File: src/rtl/i2c_scl_pkg.sv
package i2c_scl_pkg;

  localparam int KHZ_PER_MHZ  = 1000;
  localparam int STD_MAX_KHZ  = 100;
  localparam int FAST_MAX_KHZ = 400;
  localparam int PCLK_MIN_MHZ = 2;
  localparam int PCLK_MAX_MHZ = 36;
  localparam int STD_MULT     = 2;
  localparam int FAST_MULT_2  = 3;
  localparam int FAST_MULT_16 = 25;
  localparam int STD_MIN_DIV  = 4;
  localparam int FAST_MIN_DIV = 1;

  typedef enum logic [1:0] {
    RATIO_1_1  = 2'd0,
    RATIO_2_1  = 2'd1,
    RATIO_16_9 = 2'd2
  } ratio_e;

endpackage

File: src/rtl/scl_seq_divider.sv
module scl_seq_divider #(
  parameter int W = 16
) (
  input  logic         clk,
  input  logic         rst,
  input  logic         start,
  input  logic [W-1:0] num,
  input  logic [W-1:0] den,
  output logic         done,
  output logic [W-1:0] quo
);
  localparam int CW = $clog2(W + 1);

  logic [W-1:0]  q_r, r_r, d_r, n_r;
  logic [CW-1:0] cnt_r;
  logic          act_r, done_r;
  logic [W:0]    trial;
  logic          fits;

  assign trial = {r_r, q_r[W-1]};
  assign fits  = (trial >= {1'b0, d_r});

  always_ff @(posedge clk) begin
    if (rst) begin
      q_r    <= '0;
      r_r    <= '0;
      d_r    <= '0;
      n_r    <= '0;
      cnt_r  <= '0;
      act_r  <= 1'b0;
      done_r <= 1'b0;
    end else begin
      done_r <= 1'b0;
      if (start && !act_r) begin
        q_r   <= num;
        n_r   <= num;
        r_r   <= '0;
        d_r   <= den;
        cnt_r <= CW'(W);
        act_r <= 1'b1;
      end else if (act_r) begin
        if (fits) begin
          r_r <= W'(trial - {1'b0, d_r});
          q_r <= {q_r[W-2:0], 1'b1};
        end else begin
          r_r <= trial[W-1:0];
          q_r <= {q_r[W-2:0], 1'b0};
        end
        cnt_r <= cnt_r - 1'b1;
        if (cnt_r == CW'(1)) begin
          act_r  <= 1'b0;
          done_r <= 1'b1;
        end
      end
    end
  end

  assign done = done_r;
  assign quo  = q_r;

  // The quotient and remainder reconstruct the numerator exactly (basis of R1, R3, R4)
  assert_div_exact_R1: assert property (@(posedge clk) disable iff (rst)
    (done_r && d_r != '0) |->
      (((2*W)'(q_r) * (2*W)'(d_r) + (2*W)'(r_r)) == (2*W)'(n_r)) && (r_r < d_r));

  assert_one_shot_done_R9: assert property (@(posedge clk) disable iff (rst)
    done_r |=> !done_r);

endmodule

File: src/rtl/scl_cfg_calc.sv
module scl_cfg_calc
  import i2c_scl_pkg::*;
#(
  parameter int PCLK_W = 6,
  parameter int SPD_W  = 9,
  parameter int DIV_W  = 12,
  parameter int RISE_W = 6,
  parameter int NUM_W  = 16
) (
  input  logic              clk,
  input  logic              rst,
  input  logic              load,
  input  logic [PCLK_W-1:0] pclk_mhz,
  input  logic [SPD_W-1:0]  speed_khz,
  input  logic              duty_sel,
  output logic              busy,
  output logic              commit,
  output logic              accept,
  output logic [DIV_W-1:0]  div_out,
  output logic              fs_out,
  output logic              duty_out,
  output logic [RISE_W-1:0] rise_out
);
  localparam int RT_W = PCLK_W + 2;

  logic              busy_r;
  logic [PCLK_W-1:0] pclk_r;
  logic [SPD_W-1:0]  spd_r;
  logic              fast_r, duty_r;
  logic              take;
  logic              in_fast;
  logic [NUM_W-1:0]  num, den, mult;
  logic              div_done;
  logic [NUM_W-1:0]  quo, clamped;
  logic              range_ok, fit_ok;
  logic [RT_W-1:0]   rise_fast;

  assign take    = load && !busy_r;
  assign in_fast = (int'(speed_khz) > STD_MAX_KHZ);

  always_comb begin
    if (!in_fast)      mult = NUM_W'(STD_MULT);
    else if (duty_sel) mult = NUM_W'(FAST_MULT_16);
    else               mult = NUM_W'(FAST_MULT_2);
  end

  assign num = NUM_W'(pclk_mhz) * NUM_W'(KHZ_PER_MHZ);
  assign den = NUM_W'(speed_khz) * mult;

  scl_seq_divider #(.W(NUM_W)) u_div (
    .clk   (clk),
    .rst   (rst),
    .start (take),
    .num   (num),
    .den   (den),
    .done  (div_done),
    .quo   (quo)
  );

  always_ff @(posedge clk) begin
    if (rst) begin
      busy_r <= 1'b0;
      pclk_r <= '0;
      spd_r  <= '0;
      fast_r <= 1'b0;
      duty_r <= 1'b0;
    end else if (take) begin
      busy_r <= 1'b1;
      pclk_r <= pclk_mhz;
      spd_r  <= speed_khz;
      fast_r <= in_fast;
      duty_r <= in_fast && duty_sel;
    end else if (div_done) begin
      busy_r <= 1'b0;
    end
  end

  // Minimum rules per timing regime
  always_comb begin
    if (fast_r)
      clamped = (quo < NUM_W'(FAST_MIN_DIV)) ? NUM_W'(FAST_MIN_DIV) : quo;
    else
      clamped = (quo < NUM_W'(STD_MIN_DIV)) ? NUM_W'(STD_MIN_DIV) : quo;
  end

  assign fit_ok   = (clamped >> DIV_W) == '0;
  assign range_ok = (int'(pclk_r) >= PCLK_MIN_MHZ) && (int'(pclk_r) <= PCLK_MAX_MHZ) &&
                    (spd_r != '0) && (int'(spd_r) <= FAST_MAX_KHZ);
  assign rise_fast = (RT_W'(pclk_r) * RT_W'(3)) / RT_W'(10);

  assign busy     = busy_r;
  assign commit   = div_done;
  assign accept   = range_ok && fit_ok;
  assign div_out  = clamped[DIV_W-1:0];
  assign fs_out   = fast_r;
  assign duty_out = duty_r;
  assign rise_out = fast_r ? RISE_W'(rise_fast + RT_W'(1)) : RISE_W'(pclk_r + PCLK_W'(1));

  assert_commit_while_busy_R9: assert property (@(posedge clk) disable iff (rst)
    div_done |-> busy_r);

  assert_load_ignored_R9: assert property (@(posedge clk) disable iff (rst)
    (busy_r && !div_done) |=> (busy_r && $stable(pclk_r) && $stable(spd_r)));

endmodule

File: src/rtl/scl_phase_gen.sv
module scl_phase_gen #(
  parameter int LEN_W = 16
) (
  input  logic             clk,
  input  logic             rst,
  input  logic             en,
  input  logic [LEN_W-1:0] low_len,
  input  logic [LEN_W-1:0] high_len,
  output logic             scl
);
  logic             go;
  logic             run_r, scl_r;
  logic [LEN_W-1:0] cnt_r;

  assign go = en && (low_len != '0) && (high_len != '0);

  always_ff @(posedge clk) begin
    if (rst) begin
      run_r <= 1'b0;
      scl_r <= 1'b1;
      cnt_r <= '0;
    end else if (!go) begin
      run_r <= 1'b0;
      scl_r <= 1'b1;
      cnt_r <= '0;
    end else if (!run_r) begin
      run_r <= 1'b1;
      scl_r <= 1'b0;
      cnt_r <= low_len - 1'b1;
    end else if (cnt_r == '0) begin
      scl_r <= !scl_r;
      cnt_r <= scl_r ? (low_len - 1'b1) : (high_len - 1'b1);
    end else begin
      cnt_r <= cnt_r - 1'b1;
    end
  end

  assign scl = scl_r;

  assert_idle_high_R11: assert property (@(posedge clk) disable iff (rst)
    !go |=> scl_r);

  assert_start_low_R11: assert property (@(posedge clk) disable iff (rst)
    (go && !run_r) |=> !scl_r);

  assert_hold_phase_R10: assert property (@(posedge clk) disable iff (rst)
    (go && run_r && cnt_r != '0) |=> $stable(scl_r));

endmodule

File: src/rtl/i2c_scl_timing.sv
module i2c_scl_timing
  import i2c_scl_pkg::*;
#(
  parameter int PCLK_W = 6,
  parameter int SPD_W  = 9,
  parameter int DIV_W  = 12,
  parameter int RISE_W = 6,
  parameter int NUM_W  = 16
) (
  input  logic              clk,
  input  logic              rst,
  input  logic              cfg_load,
  input  logic [PCLK_W-1:0] pclk_mhz,
  input  logic [SPD_W-1:0]  speed_khz,
  input  logic              duty_sel,
  input  logic              gen_en,
  output logic              cfg_busy,
  output logic              cfg_err,
  output logic [DIV_W-1:0]  div_val,
  output logic              fast_mode,
  output logic              duty_flag,
  output logic [RISE_W-1:0] rise_limit,
  output logic              scl_out
);
  localparam int LEN_W = DIV_W + 4;

  logic              busy, commit, accept;
  logic [DIV_W-1:0]  c_div;
  logic              c_fs, c_duty;
  logic [RISE_W-1:0] c_rise;

  logic [DIV_W-1:0]  div_q;
  logic              fs_q, duty_q, err_q;
  logic [RISE_W-1:0] rise_q;

  ratio_e            ratio;
  logic [LEN_W-1:0]  div_ext, low_len, high_len;

  scl_cfg_calc #(
    .PCLK_W (PCLK_W),
    .SPD_W  (SPD_W),
    .DIV_W  (DIV_W),
    .RISE_W (RISE_W),
    .NUM_W  (NUM_W)
  ) u_calc (
    .clk       (clk),
    .rst       (rst),
    .load      (cfg_load),
    .pclk_mhz  (pclk_mhz),
    .speed_khz (speed_khz),
    .duty_sel  (duty_sel),
    .busy      (busy),
    .commit    (commit),
    .accept    (accept),
    .div_out   (c_div),
    .fs_out    (c_fs),
    .duty_out  (c_duty),
    .rise_out  (c_rise)
  );

  always_ff @(posedge clk) begin
    if (rst) begin
      div_q  <= '0;
      fs_q   <= 1'b0;
      duty_q <= 1'b0;
      rise_q <= '0;
      err_q  <= 1'b0;
    end else if (commit) begin
      err_q <= !accept;
      if (accept) begin
        div_q  <= c_div;
        fs_q   <= c_fs;
        duty_q <= c_duty;
        rise_q <= c_rise;
      end
    end
  end

  always_comb begin
    if (!fs_q)       ratio = RATIO_1_1;
    else if (duty_q) ratio = RATIO_16_9;
    else             ratio = RATIO_2_1;
  end

  assign div_ext = LEN_W'(div_q);

  always_comb begin
    case (ratio)
      RATIO_2_1: begin
        low_len  = div_ext << 1;
        high_len = div_ext;
      end
      RATIO_16_9: begin
        low_len  = div_ext << 4;
        high_len = (div_ext << 3) + div_ext;
      end
      default: begin
        low_len  = div_ext;
        high_len = div_ext;
      end
    endcase
  end

  scl_phase_gen #(.LEN_W(LEN_W)) u_gen (
    .clk      (clk),
    .rst      (rst),
    .en       (gen_en && !busy),
    .low_len  (low_len),
    .high_len (high_len),
    .scl      (scl_out)
  );

  assign cfg_busy   = busy;
  assign cfg_err    = err_q;
  assign div_val    = div_q;
  assign fast_mode  = fs_q;
  assign duty_flag  = duty_q;
  assign rise_limit = rise_q;

  assert_std_floor_R1: assert property (@(posedge clk) disable iff (rst)
    (!fs_q && div_q != '0) |-> (div_q >= DIV_W'(STD_MIN_DIV)));

  assert_fast_nonzero_R5: assert property (@(posedge clk) disable iff (rst)
    fs_q |-> (div_q != '0));

  assert_duty_needs_fast_R4: assert property (@(posedge clk) disable iff (rst)
    duty_q |-> fs_q);

  assert_reject_keeps_R6: assert property (@(posedge clk) disable iff (rst)
    (commit && !accept) |=> (cfg_err && $stable(div_q) && $stable(fs_q) &&
                             $stable(duty_q) && $stable(rise_q)));

  assert_busy_scl_high_R9: assert property (@(posedge clk) disable iff (rst)
    (busy && $past(busy)) |-> scl_out);

endmodule

File: config.mk
export PLATFORM = sky130hd
export DESIGN_NAME = i2c_scl_timing
export DESIGN_NICKNAME = d
export VERILOG_FILES = /design/src/rtl/i2c_scl_pkg.sv /design/src/rtl/scl_seq_divider.sv /design/src/rtl/scl_cfg_calc.sv /design/src/rtl/scl_phase_gen.sv /design/src/rtl/i2c_scl_timing.sv
export SDC_FILE = /design/constraint.sdc
export NUM_CORES = 1
export LEC_CHECK = 0
export ABC_CLOCK_PERIOD_IN_PS = 6450
export BUFFER_PORTS_ARGS = -buffer_cell sky130_fd_sc_hd__buf_2
export CAP_MARGIN = 5
export CORE_MARGIN = 10
export CORE_UTILIZATION = 60
export CTS_CLUSTER_DIAMETER = 150
export DETAILED_ROUTE_END_ITERATION = 6
export GPL_TIMING_DRIVEN = 0
export HOLD_SLACK_MARGIN = 0.06
export PLACE_DENSITY_LB_ADDON = 0.25
export SLEW_MARGIN = 20
export SYNTH_ARGS = -nofsm -noshare
export SYNTH_HDL_FRONTEND = slang
export SYNTH_HIERARCHICAL = 1
export SYNTH_SLANG_ARGS = --single-unit
export TNS_END_PERCENT = 10
File: constraint.sdc
create_clock -name clk -period 6.45 [get_ports clk]
set_input_delay 0.645 -clock clk [delete_from_list [all_inputs] [get_ports clk]]
set_output_delay 0.645 -clock clk [all_outputs]
set_load 0.01 [all_outputs]
==> results of run 1 <==
stage by stage:
stage | cells | setup TNS, ns | instance area, um2
floorplan | 1373 | 0 | 10900
global placement | 1644 | -2.07 | 11400
detailed placement | 1644 | -0.243 | 11400
CTS | 1660 | 0 | 11700
global route | 1662 | 0 | 11700
finish | 1662 | 0 | 11700
critical path, stage by stage:
cell      delay (ns)
buf_2           0.15
o21ai_0         0.20
nand2_1         0.12
a311oi_4        0.28
nor2b_1         0.20
clkbuf_1        0.28
and2_1          0.25
ha_1            0.27
inv_1           0.05
fa_1            0.49
inv_1           0.04
ha_1            0.27
inv_1           0.05
fa_1            0.58
inv_1           0.06
ha_1            0.28
a21o_1          0.18
a21oi_1         0.21
o21ai_0         0.12
a21oi_1         0.22
o21ai_0         0.11
a21oi_1         0.23
o21bai_1        0.09
a21o_1          0.21
a21oi_1         0.15
nor2_1          0.06
nand2_1         0.05
a21oi_1         0.06
logic make-up (layout without fill, tap and decap cells):
| family | Yosys count | in the layout | share of synthesized area, % |
|---|---|---|---|
| other cells | 1 | 3 | 0.0344 |
| mux | 49 | 49 | 4.67 |
| simple gates | 481 | 481 | 22.2 |
| xor+xnor | 71 | 71 | 5.94 |
| flops | 112 | 112 | 20.6 |
| fa+ha+maj | 147 | 147 | 18.8 |
| compound gates | 313 | 313 | 20.1 |
| buf+inv | 197 | 257 | 7.70 |
timing repair:
item / in CTS / in global routing
gates resized for setup: 0 / 1
setup endpoints to repair: 0 / 3
buffers inserted: 0 / 2
final cells by class:
cell class | instances | area share [%]
Multi-Input combinational cell | 1064 | 67.0
Sequential cell | 112 | 19.1
Inverter | 131 | 4.20
Buffer | 66 | 2.97
Tap cell | 229 | 2.44
Clock buffer | 11 | 1.99
Timing Repair Buffer | 44 | 1.92
Clock inverter | 5 | 0.363
power by group through the flow:
stage	sequential (W)	combinational [W]	clock, W
2_1_floorplan	0.000807	0.00110	0
6_report	0.000811	0.00138	0.000538
3_5_place_dp	0.000825	0.00136	0
4_1_cts	0.000809	0.00137	0.000544
3_3_place_gp	0.000823	0.00134	0
5_1_grt	0.000818	0.00154	0.000570
how the worst min path moves through the flow:
stage	start	to	slack, ns
floorplan	u_calc/fs_out	fast_mode	0.43
global placement	rise_limit[5]	rise_limit[5]	0.44
detailed placement	rise_limit[5]	rise_limit[5]	0.44
CTS	rise_limit[3]	rise_limit[3]	0.45
global route	rise_limit[3]	rise_limit[3]	0.47
finish	rise_limit[5]	rise_limit[5]	0.45
state kept, by name, summed over array words and instances, names as in the netlist, 5 cells and up:
register and count:
u_calc/u_div/r_r 16, u_calc/u_div/quo 16, u_gen/cnt_r 16, div_val 12
u_calc/u_div/d_r 16, u_calc/spd_r 9, u_calc/pclk_r 6, rise_limit 6
u_calc/u_div/cnt_r 5
cells in the final DEF, fill, tap and decap left out, types with 7 or more instances in the layout:
cell and count:
clkbuf_16 9, nor3_1 22, o21ai_0 44, nor2b_1 32
inv_1 128, o31ai_1 8, or4_1 9, a21o_1 12
xor2_1 32, and2_1 13, mux2i_1 43, a21oi_1 126
a31oi_1 10, nand2b_1 13, xnor2_1 37, and3_1 7
or3_1 9, dfxtp_1 112, clkbuf_1 46, buf_4 7
ha_1 118, nand3_1 25, nand2_1 164, nor4_1 22
o21bai_1 8, a211oi_1 15, nor2_1 101, o21a_1 7
buf_2 47, fa_1 28, nand4_1 11
layer usage:
| layer | track usage [%] | up-vias | wire, um | share of wire, % |
|---|---|---|---|---|
| li1 | - | 4872 | - | - |
| met1 | 28.1 | 4565 | 12400 | 48 |
| met2 | 35.5 | 197 | 12200 | 47 |
| met3 | 3.05 | 24 | 1010 | 3.9 |
| met4 | 5.08 | 0 | 352 | 1.4 |
| met5 | 0 | - | 0 | 0 |
==> summary.txt, run 1 <==
Job
  • Max-Cap Viols: 0

Timing
  • RSZ-0062 raised after global routing: no
  • Tmin final: about 5.7 ns
  • Final setup violation count: 0
  • Max_slew headroom: 34.3%
  • Period utilisation layout: between 80% and 90%
  • Hold Vio Cnt, Final: 0
  • Actual transition at the worst max-transition pin: ~1 ns
  • Slew Limit Fails: 0
  • Max Freq: between 150 and 200 MHz
  • Setup WS post-layout: around 0.76 ns
  • Hold WS: between 0.4 and 0.5 ns
  • Clock Skew: between 0.01 and 0.015 ns

Critical path
  • Arr. time, crit path: ~5.9 ns
  • R2R setup slack: roughly 1.1 ns
  • Crit Reg-Reg Endpoint: rise_limit[4]
  • CP startpoint kind: primary input
  • Critical path class: primary input to register
  • CP endpoint kind: register
  • Worst setup path endpoint: u_calc/u_div/d_r[15]
  • Crit path max fanout: 10
  • Worst reg-to-reg path cell count: 22
  • Critical path required time: 6.68 ns
  • R2R Path Start: u_calc/pclk_r[4]
  • Critical Path Source: speed_khz[0]

Pwr
  • Combinational Power Share: approximately 51%
  • Clock share of power: about a fifth
  • VDD IR max: around 190 uV
  • P_leak: between 5 and 6 nW
  • Power Dens Cells: approximately 230 nW/um2
  • Sw frac: 40.9%
  • Share of power burned in registers: between 20% and 30%
  • Int Pwr: about 0.0016 W
  • Switch Pwr: roughly 0.0011 W
  • Power consumption: around 0.0027 W

Cells and area
  • Antenna Cells: 0
  • Layout cells sized above 1: between 10% and 20%
  • Area Growth Syn to Fin: 7.50%
  • Post-layout util: between 60% and 70%
  • Fill cells: around 1500
  • Area of the multi-input gates: 7850 um2
  • Sequential Area: approximately 2200 um2
  • Net count, final: ~1600

Clock network
  • Hold Buf Count CTS: 0
  • Clk_lat worst skew: around 0.36 ns
  • CTS sink cnt: 112
  • H-tree levels: 3
  • TritonCTS clock tree: yes
  • CTS Buffer Depth: 2
  • Num CTS Buffers: 9
  • Root Buffer: clkbuf_16
  • Clk pin slew, worst setup/hold paths: ~0.080 ns

Global routing
  • Initial antenna violation count: 0
  • First-pass GRT wire length: between 40000 and 50000 um
  • GRT overflow: 0
  • Total global-route track usage: approximately a fifth
  • Vias in the first global route: about 9100
  • Largest net degree at the start of global routing: 19

Route
  • ANT nets after route: 0
  • Vias after detailed routing: roughly 9700
  • Post-route DRC: 0
  • Drt initial violations: 572
  • Final wirelength: approximately 26000 um
  • Routed length per placed instance: between 15 and 20 um
  • Vias per inst: ~5.8
  • DRT Pass-1 Iters: 7

Worst hold path
  • Hold path depth: 2
  • Worst hold path class: register to register

Floorplanning
  • Top-Level Pins: 43
  • Die W: approximately 150 um
  • Die area: about 24000 um2
  • Initial Util: about three fifths
  • Die Y: about 150 um
  • Number of placement rows: approximately 50
  • Core footprint: roughly 18000 um2

Logic synthesis
  • Commonest cells in the netlist: nand2_1, inv_1, a21oi_1
  • Synth warnings: 6
  • Seq/Total Area, Yosys: about 21%
  • Cell taking the most area after synthesis: dfxtp_1
  • Top FF cell, synth: dfxtp_1
  • Cell variety after synth: 106
  • Post-synth top area share: between 20 and 25%
  • #FFs+latches synth: 112
  • Syn Inst Count: between 1000 and 1500
  • Top-count cell post-synth: nand2_1
  • Post-synth EDFFs: 0
  • Async S/R FF share, synth: 0%
  • Top post-synthesis cells by area: dfxtp_1, ha_1, a21oi_1
  • Syn_area_per_cell: 7.95 um2
  • Synth Cell Area: between 10000 and 15000 um2

Run status
  • Status: completed

Placed design
  • Detailed Place HPWL: just over 20000 um
  • GP Congestion: 0.902
  • Dpl ws: -0.152 ns
  • Port Buffers: 42
No activity file was read; power rests on OpenSTA's default activity.
==> inputs of run 2 (changes only) <==
Settings changed: ABC_CLOCK_PERIOD_IN_PS 6450 to 5500, HOLD_SLACK_MARGIN 0.06 to 0.08.
Clock period 6.45 ns to 5.5 ns, I/O delays scaled along.
==> run 2 against run 1 <==
- clock skew shrank 0.0017 ns
- sequential share of layout area hardly changed
- design area rose by 0.37%
- sequential cell count stayed put
- register-to-register slack lost 0.68 ns
- largest power group unchanged
- highest routed layer unchanged
==> summary.txt, run 2 (synthesis results as in run 1) <==
Timing
  • Final setup violation count: 0
  • Max_slew headroom: 36.1%
  • Period utilisation layout: a little over nine tenths
  • Slew Limit Fails: 0
  • Max Freq: between 150 and 200 MHz
  • Hold Vio Cnt, Final: 0
  • Tmin final: approximately 5.2 ns
  • Setup WS post-layout: roughly 0.28 ns
  • Actual transition at the worst max-transition pin: 0.949 ns
  • Clock Skew: ~0.0096 ns

Clock network
  • H-tree levels: 3
  • CTS Buffer Depth: 2
  • CTS sink cnt: 112
  • Clk pin slew, worst setup/hold paths: around 0.070 ns
  • Root Buffer: clkbuf_16
  • TritonCTS clock tree: yes
  • Clk_lat worst skew: about 0.36 ns
  • Num CTS Buffers: 9

Route
  • DRT Pass-1 Iters: 5
  • Routed length per placed instance: about 15 um
  • ANT nets after route: 0
  • Drt initial violations: around 590
  • Vias per inst: just under 6
  • Vias after detailed routing: 9574
  • Post-route DRC: 0
  • Final wirelength: 25700 um

Critical path
  • R2R Path Start: u_calc/pclk_r[0]
  • Worst setup path endpoint: u_calc/u_div/d_r[15]
  • CP endpoint kind: register
  • Critical Path Source: speed_khz[0]
  • Crit Reg-Reg Endpoint: rise_limit[4]
  • Critical path class: primary input to register
  • Worst reg-to-reg path cell count: 22
  • Crit path max fanout: 10
  • Arr. time, crit path: between 5 and 6 ns
  • CP startpoint kind: primary input
  • Critical path required time: 5.73 ns
  • R2R setup slack: between 0.4 and 0.5 ns

Floorplanning
  • Initial Util: between 60% and 70%
  • Top-Level Pins: 43
  • Die Y: ~150 um
  • Die area: 24000 um2
  • Core footprint: 17900 um2
  • Die W: between 150 and 200 um
  • Number of placement rows: between 40 and 50

Pwr
  • Power consumption: around 0.0032 W
  • Clock share of power: between 10% and 20%
  • Power Dens Cells: around 270 nW/um2
  • Switch Pwr: roughly 0.0013 W
  • Int Pwr: between 0.0015 and 0.002 W
  • Combinational Power Share: 50.4%
  • Share of power burned in registers: between 20 and 30%
  • Sw frac: just over 40%
  • VDD IR max: around 220 uV
  • P_leak: roughly 5.3 nW

Global routing
  • Total global-route track usage: 21.1%
  • First-pass GRT wire length: between 40000 and 50000 um
  • GRT overflow: 0
  • Initial antenna violation count: 0
  • Vias in the first global route: roughly 9100
  • Largest net degree at the start of global routing: 20

Cells and area
  • Antenna Cells: 0
  • Area Growth Syn to Fin: 7.91%
  • Area of the multi-input gates: 7890 um2
  • Final Non-Filler Cells: roughly 1700
  • Most frequent cells in the layout: nand2_1, inv_1, a21oi_1, ha_1, dfxtp_1
  • Sequential Area: about 2200 um2
  • Most common cell after layout, fill and taps aside: nand2_1
  • Layout cells sized above 1: between 10 and 15%
  • Net count, final: 1594
  • Fill cells: 1580

Worst hold path
  • Hold Path Origin: u_calc/spd_r[6]
  • Worst hold path class: register to register

Placed design
  • GP Congestion: between 0.9 and 1
  • Detailed Place HPWL: 20300 um
  • Port Buffers: 42
  • Placed cells: between 1500 and 2000
  • Dpl ws: -0.771 ns

Run status
  • Status: completed

Job
  • Max-Cap Viols: 0
==> run 2: changes by cell type in the layout (fill, tap and decap cells not counted), sizes merged <==
cell	delta
clkbuf	-3
inv	+1
clkinvlp	+1
buf	+1
==> run 2: how the worst min path moves through the flow <==
stage,to,slack (ns),cells past startpoint
after floorplan,fast_mode,0.43,2
after global placement,rise_limit[4],0.44,2
after detailed placement,rise_limit[5],0.45,2
after CTS,u_calc/spd_r[3],0.45,3
after global routing,cfg_err,0.47,2
final,u_calc/spd_r[6],0.46,2
==> run 2: stage by stage <==
stage / utilization (%) / area [um2] / hold WS [ns] / setup TNS (ns)
after global routing: 65.7 / 11800 / 0.474 / -0.0276
after global placement: 63.8 / 11400 / 0.442 / -2.20
after CTS: 65.4 / 11700 / 0.455 / 0
after detailed placement: 63.8 / 11400 / 0.449 / -2.84
after floorplan: - / 10900 / 0.431 / 0
final: 65.7 / 11800 / 0.457 / 0
==> run 2: worst max-delay path, stage by stage <==
cell      delay [ns]
buf_2           0.13
o21ai_0         0.17
nand2_1         0.11
a311oi_4        0.34
nor2b_4         0.10
buf_2           0.19
and2_1          0.19
ha_1            0.27
inv_1           0.05
fa_1            0.49
inv_1           0.04
ha_1            0.26
inv_1           0.05
fa_2            0.59
inv_1           0.05
ha_1            0.29
a21o_1          0.20
a21oi_2         0.17
o21ai_0         0.09
a21oi_1         0.22
o21ai_1         0.10
a21oi_2         0.16
o21bai_1        0.08
a21o_1          0.20
a21oi_1         0.16
nor2_1          0.08
nand2_1         0.06
a21oi_1         0.06
==> run 2: power by group through the flow <==
stage	Clock [W]	Sequential, W	Combinational [W]
2_1_floorplan	0	0.000946	0.00129
5_1_grt	0.000682	0.000959	0.00181
4_1_cts	0.000650	0.000948	0.00160
6_report	0.000639	0.000951	0.00162
3_5_place_dp	0	0.000966	0.00159
3_3_place_gp	0	0.000965	0.00156
==> run 2: timing repair <==
item,CTS,global route
endpoints found under the setup margin,4,6
hold buffers,0,0
gates resized for setup,1,15
buffers inserted,1,1
cloned,0,0
pin swaps,1,4
==> run 2: cell type report <==
class                      instances  area share [%]
inverter                         131            4.18
buffer                            66            2.97
timing repair buffer              44            1.91
multi-input combinational       1064            67.0
clock inverter                     7           0.468
sequential                       112            19.1
clock buffer                       9            1.91
tap                              229            2.44
==> run 2: routing by layer <==
| metal | wire, um | GRT usage (%) | up-vias |
|---|---|---|---|
| met5 | 0 | 0 | - |
| met4 | 311 | 4.90 | 0 |
| met3 | 1040 | 3.02 | 19 |
| met2 | 12100 | 35.0 | 213 |
| met1 | 12200 | 28.1 | 4468 |
| li1 | - | - | 4874 |
